File: config.mk
export PLATFORM = sky130hd
export DESIGN_NAME = cls_alu
export DESIGN_NICKNAME = d
export VERILOG_FILES = /design/src/rtl/cls_alu_pkg.sv /design/src/rtl/cls_alu_logic.sv /design/src/rtl/cls_alu_arith.sv /design/src/rtl/cls_alu_cmp.sv /design/src/rtl/cls_alu_shift.sv /design/src/rtl/cls_alu_mux4.sv /design/src/rtl/cls_alu.sv
export SDC_FILE = /design/constraint.sdc
export NUM_CORES = 1
export LEC_CHECK = 0
export ABC_CLOCK_PERIOD_IN_PS = 6600
export BUFFER_PORTS_ARGS = -buffer_cell sky130_fd_sc_hd__buf_2
export CAP_MARGIN = 0
export CELL_PAD_IN_SITES_DETAIL_PLACEMENT = 1
export CELL_PAD_IN_SITES_GLOBAL_PLACEMENT = 2
export CORE_ASPECT_RATIO = 1.25
export CORE_MARGIN = 2
export CORE_UTILIZATION = 25
export DETAILED_ROUTE_END_ITERATION = 6
export PLACE_DENSITY = 0.75
export SYNTH_ARGS = -nofsm -noshare
export SYNTH_HDL_FRONTEND = slang
export SYNTH_SLANG_ARGS = --single-unit
File: constraint.sdc
create_clock -name vclk -period 6.6
set_input_delay 0.66 -clock vclk [all_inputs]
set_output_delay 0.66 -clock vclk [all_outputs]
set_load 0.1 [all_outputs]
File: src/rtl/cls_alu_pkg.sv
package cls_alu_pkg;

    typedef enum logic [1:0] {
        FAM_LOGIC = 2'b00,
        FAM_ARITH = 2'b01,
        FAM_CMP   = 2'b10,
        FAM_SHIFT = 2'b11
    } family_e;

    typedef enum logic [1:0] {
        LG_AND = 2'b00,
        LG_OR  = 2'b01,
        LG_NOR = 2'b10,
        LG_XOR = 2'b11
    } logic_sel_e;

    typedef enum logic [1:0] {
        SH_LEFT  = 2'b00,
        SH_RIGHT = 2'b01,
        SH_ARITH = 2'b10,
        SH_NONE  = 2'b11
    } shift_sel_e;

    typedef enum logic [1:0] {
        CP_SIGNED   = 2'b00,
        CP_UNSIGNED = 2'b01,
        CP_RSV2     = 2'b10,
        CP_RSV3     = 2'b11
    } cmp_sel_e;

endpackage

File: src/rtl/cls_alu_logic.sv
module cls_alu_logic #(
    parameter int W = 32
) (
    input  logic [W-1:0] a_i,
    input  logic [W-1:0] b_i,
    input  logic [1:0]   sel_i,
    output logic [W-1:0] res_o
);
    import cls_alu_pkg::*;

    logic [W-1:0] res_d;

    always_comb begin
        res_d = '0;
        unique case (logic_sel_e'(sel_i))
            LG_AND: res_d = a_i & b_i;
            LG_OR:  res_d = a_i | b_i;
            LG_NOR: res_d = ~(a_i | b_i);
            LG_XOR: res_d = a_i ^ b_i;
            default: res_d = '0;
        endcase
    end

    assign res_o = res_d;
endmodule

File: src/rtl/cls_alu_arith.sv
module cls_alu_arith #(
    parameter int W = 32
) (
    input  logic [W-1:0] a_i,
    input  logic [W-1:0] b_i,
    input  logic         sub_i,
    input  logic         signed_i,
    output logic [W-1:0] sum_o,
    output logic         carry_o,
    output logic         ovf_o
);
    typedef struct packed {
        logic [W:0] wide;
        logic       ovf;
    } arith_t;

    arith_t       st_d;
    logic [W-1:0] b_eff;

    always_comb begin
        b_eff      = sub_i ? ~b_i : b_i;
        st_d.wide  = {1'b0, a_i} + {1'b0, b_eff} + {{W{1'b0}}, sub_i};
        // wrong-sign detection on the two's-complement sum
        st_d.ovf   = signed_i
                   & (a_i[W-1] == b_eff[W-1])
                   & (st_d.wide[W-1] != a_i[W-1]);
    end

    assign sum_o   = st_d.wide[W-1:0];
    assign carry_o = st_d.wide[W];
    assign ovf_o   = st_d.ovf;
endmodule

File: src/rtl/cls_alu_cmp.sv
module cls_alu_cmp #(
    parameter int W = 32
) (
    input  logic         sign_a_i,
    input  logic         sign_b_i,
    input  logic         diff_msb_i,
    input  logic         carry_i,
    input  logic [1:0]   sel_i,
    output logic [W-1:0] res_o
);
    import cls_alu_pkg::*;

    logic lt_d;

    always_comb begin
        lt_d = 1'b0;
        unique case (cmp_sel_e'(sel_i))
            CP_SIGNED:   lt_d = (sign_a_i != sign_b_i) ? sign_a_i : diff_msb_i;
            CP_UNSIGNED: lt_d = ~carry_i;
            default:     lt_d = 1'b0;
        endcase
    end

    assign res_o = {{(W-1){1'b0}}, lt_d};
endmodule

File: src/rtl/cls_alu_shift.sv
module cls_alu_shift #(
    parameter int W = 32
) (
    input  logic [W-1:0] a_i,
    input  logic [W-1:0] b_i,
    input  logic [1:0]   sel_i,
    output logic [W-1:0] res_o
);
    import cls_alu_pkg::*;

    localparam int SHW = $clog2(W);

    logic [SHW-1:0] amt;
    logic [W-1:0]   res_d;

    always_comb begin
        amt   = b_i[SHW-1:0];
        res_d = '0;
        unique case (shift_sel_e'(sel_i))
            SH_LEFT:  res_d = a_i << amt;
            SH_RIGHT: res_d = a_i >> amt;
            SH_ARITH: res_d = W'($signed(a_i) >>> amt);
            default:  res_d = '0;
        endcase
    end

    assign res_o = res_d;
endmodule

File: src/rtl/cls_alu_mux4.sv
module cls_alu_mux4 #(
    parameter int W = 32
) (
    input  logic [3:0][W-1:0] in_i,
    input  logic [1:0]        sel_i,
    output logic [W-1:0]      out_o
);
    assign out_o = in_i[sel_i];
endmodule

File: src/rtl/cls_alu.sv
module cls_alu #(
    parameter int W = 32
) (
    input  logic [W-1:0] opnd_a,
    input  logic [W-1:0] opnd_b,
    input  logic [3:0]   op_code,
    output logic [W-1:0] result
);
    import cls_alu_pkg::*;

    logic [1:0]        fam;
    logic [1:0]        sub_sel;
    logic              sub_en;
    logic              signed_en;
    logic [W-1:0]      diff;
    logic              carry;
    logic              ovf;
    logic [3:0][W-1:0] fam_res;

    assign fam       = op_code[3:2];
    assign sub_sel   = op_code[1:0];
    // the compare family always needs A-B from the adder
    assign sub_en    = sub_sel[1] | (family_e'(fam) == FAM_CMP);
    assign signed_en = (family_e'(fam) == FAM_ARITH) & ~sub_sel[0];

    cls_alu_logic #(.W(W)) u_logic (
        .a_i(opnd_a), .b_i(opnd_b), .sel_i(sub_sel), .res_o(fam_res[FAM_LOGIC])
    );

    cls_alu_arith #(.W(W)) u_arith (
        .a_i(opnd_a), .b_i(opnd_b), .sub_i(sub_en), .signed_i(signed_en),
        .sum_o(diff), .carry_o(carry), .ovf_o(ovf)
    );
    assign fam_res[FAM_ARITH] = diff;

    cls_alu_cmp #(.W(W)) u_cmp (
        .sign_a_i(opnd_a[W-1]), .sign_b_i(opnd_b[W-1]),
        .diff_msb_i(diff[W-1]), .carry_i(carry),
        .sel_i(sub_sel), .res_o(fam_res[FAM_CMP])
    );

    cls_alu_shift #(.W(W)) u_shift (
        .a_i(opnd_a), .b_i(opnd_b), .sel_i(sub_sel), .res_o(fam_res[FAM_SHIFT])
    );

    cls_alu_mux4 #(.W(W)) u_mux (
        .in_i(fam_res), .sel_i(fam), .out_o(result)
    );
endmodule

==> summary.txt <==
Run status
  – Outcome: finished clean

Yosys
  – Yosys cell types: 80
  – Sequential area share after synthesis: 0%
  – Yosys top cell area share: 14.6%
  – Synth Warn #: 0
  – Synth area leader: ha_1
  – Synthesized area per cell: 7.31 um^2
  – Cells after Synth: 1125
  – Syn Nets: 1290
  – Synth top area cells: ha_1 (15%), mux2i_1 (13%), mux4_2 (13%)
  – Post-Syn Area: 0.00822 mm^2

Timing
  – Setup TNS: 0 ns
  – Final setup fails: 0
  – Maximum clock rate: 0.181 GHz
  – RSZ-0062 raised after global routing: no
  – Slew Limit Fails: 0
  – Slew HR: 29.1%
  – Period minus WS final: 5.53 ns
  – Post-route setup slack: 1.07 ns
  – Final Hold Violating Endpoints: 0
  – Fin crit share: 83.9%
  – Slew @ Worst Pin: 1.06 ns

Final layout
  – Layout Nets: 1324
  – Ant. Diodes: 0
  – FF+latch area: 0 um^2
  – Post-Layout Inst Area: 0.00897 mm^2
  – Clock buffer cells: 0
  – Area Overhead vs Synth: 9.15%
  – Most frequent cells in the layout: nor2_1 (117), mux2i_1 (107), inv_1 (101)
  – Most common cell after layout, fill and taps aside: nor2_1
  – Fraction of layout cells with a size suffix above 1: 17.1%
  – Seq_cells: 0
  – Final Instance Count excl. Fillers: 1575

Pwr
  – P per Cell Area: 124 mW/mm^2
  – Comb power frac: 100.0%
  – Max VDD drop: 119 uV
  – Net Switching: 757 uW
  – Fraction of power consumed by sequential logic: 0%
  – Clk pwr share: 0%
  – Overall Power: 1110 uW
  – Leakage power: 0.00403 uW
  – P_int: 358 uW
  – Net Sw Frac: 67.9%

Detailed routing
  – Routed wire length per instance: 22.0 um
  – Via density: 5.59
  – DRC violations left: 0
  – DRT iter0 DRCs: 508
  – Routed Antenna Nets: 0
  – Via count: 8797
  – Drt pass-1 iters: 4
  – Total Routed Length: 34.6 mm

Worst setup path
  – Worst path max stage delay: 0.50 ns
  – Critical Path End Type: output port
  – CP Max Fanout: 18
  – Slowest cell on the critical path: nor2_4
  – Critical path required time: 5.94 ns
  – Setup CP Type: input port to output port
  – Critical Path AT: 4.87 ns
  – Crit path cell chain: buf_2, nor2b_1, nor2_4, buf_4, xnor2_1, ha_1, and2_1, a21o_1, a221o_1, o311a_1, o31ai_1, a21oi_1, o21a_1, o31ai_2, buf_2
  – Most common cell on crit path: buf_2
  – Worst setup SP type: input port
  – Cell family with most CP delay: compound AO/OA/AOI/OAI gates
  – CP bufs+invs: 3

Floorplan
  – Starting Density: 25.3%
  – # rows: 74
  – Die Wd: 166 um
  – Die height: 207 um
  – Core box area: 0.0325 mm^2
  – Die area: 0.0344 mm^2
  – IO Count: 100

Placed design
  – Port-buffer cells: 100
  – Pre-CTS WS: 1.03 ns
  – RePlAce Congestion: 0.937
  – Dpl hpwl: 27.3 mm
  – Placed cells: 1575
  – Cell area after placement: 0.00897 mm^2

Global route
  – Overflow after GRT: 0
  – Initial antenna violation count: 1
  – Largest net degree at the start of global routing: 75
  – First-pass GRT wire length: 52.8 mm
  – Total track usage: 19.4%
  – Vias in the first global route: 9043

Min path
  – Hold crit path type: input port to output port
  – Hold Crit Endpoint: result[9]
  – Worst Hold Launch: op_code[3]
  – WHS Path Cells: 4

Job
  – Max-Cap Viols: 0

Clock network
  – Setup repair bufs after CTS: 0
  – PostCTS Resize Cnt: 0
  – Cts hold-fix bufs: 0
==> layout make-up <==
cell class | count | area (um^2)
inverter | 103 | 387
multi-input combinational | 935 | 7420
timing repair buffer | 119 | 648
tap | 418 | 523
fill | 4009 | 23500
==> worst min-delay path, cell delays in order <==
cell and delay (ns):
buf_2 0.08, buf_4 0.34, o21ai_1 0.13, buf_2 0.29
==> logic make-up after synthesis <==
family          Yosys count  share of synthesized area (%)
compound gates          319                           25.0
simple gates            295                           16.4
buf+inv                 190                           9.95
mux                     170                           28.1
fa+ha+maj                97                           14.9
xor+xnor                 54                           5.75
==> per-layer routing <==
metal,share of wire (%),routed length [um],vias up,global-route usage [%]
met4,3.3,1130,2,5.56
met1,41,14300,4366,23.1
li1,-,-,4173,-
met2,52,18100,199,37.6
met3,3.1,1060,57,1.37
met5,0.038,13,-,0
==> stage by stage <==
step | util, % | hold WS, ns
detailed placement | 27.6 | 2.19
global route | 27.6 | 2.23
finish | 27.6 | 2.19
floorplan | - | 1.98
CTS | 27.6 | 2.19
global placement | 27.6 | 2.19
==> synthesized netlist by cell type, drive strengths merged (4+ instances only) <==
cell type	count
a21oi	96
a32oi	4
o211ai	11
mux2i	107
and3	12
clkbuf	48
a211oi	31
xnor2	47
o22ai	14
buf	37
o21a	5
inv	103
nand3	22
a31oi	12
nor2	119
mux2	16
mux4	47
a21o	12
and2	7
nor2b	11
o221ai	5
nor3	21
xor2	7
o21ai	72
a221oi	4
a221o	9
nand2	71
a22oi	6
ha	96
nand2b	13
==> power groups by stage <==
stage / Clock (uW) / Combinational [uW] / Sequential (uW)
2_1_floorplan: 0 / 837 / 0
3_3_place_gp: 0 / 1100 / 0
3_5_place_dp: 0 / 1110 / 0
4_1_cts: 0 / 1110 / 0
5_1_grt: 0 / 1200 / 0
6_report: 0 / 1110 / 0
==> how the worst max path moves through the flow <==
stage | startpoint | to | slack, ns | cells after the start
3_5_place_dp | op_code[3] | result[30] | 1.03 | 15
6_report | op_code[3] | result[30] | 1.07 | 15
4_1_cts | op_code[3] | result[30] | 1.01 | 15
2_1_floorplan | op_code[1] | result[29] | 0.48 | 14
3_3_place_gp | op_code[3] | result[30] | 1.07 | 15
5_1_grt | op_code[3] | result[30] | 0.85 | 15
(Power assumes the default switching activity.)
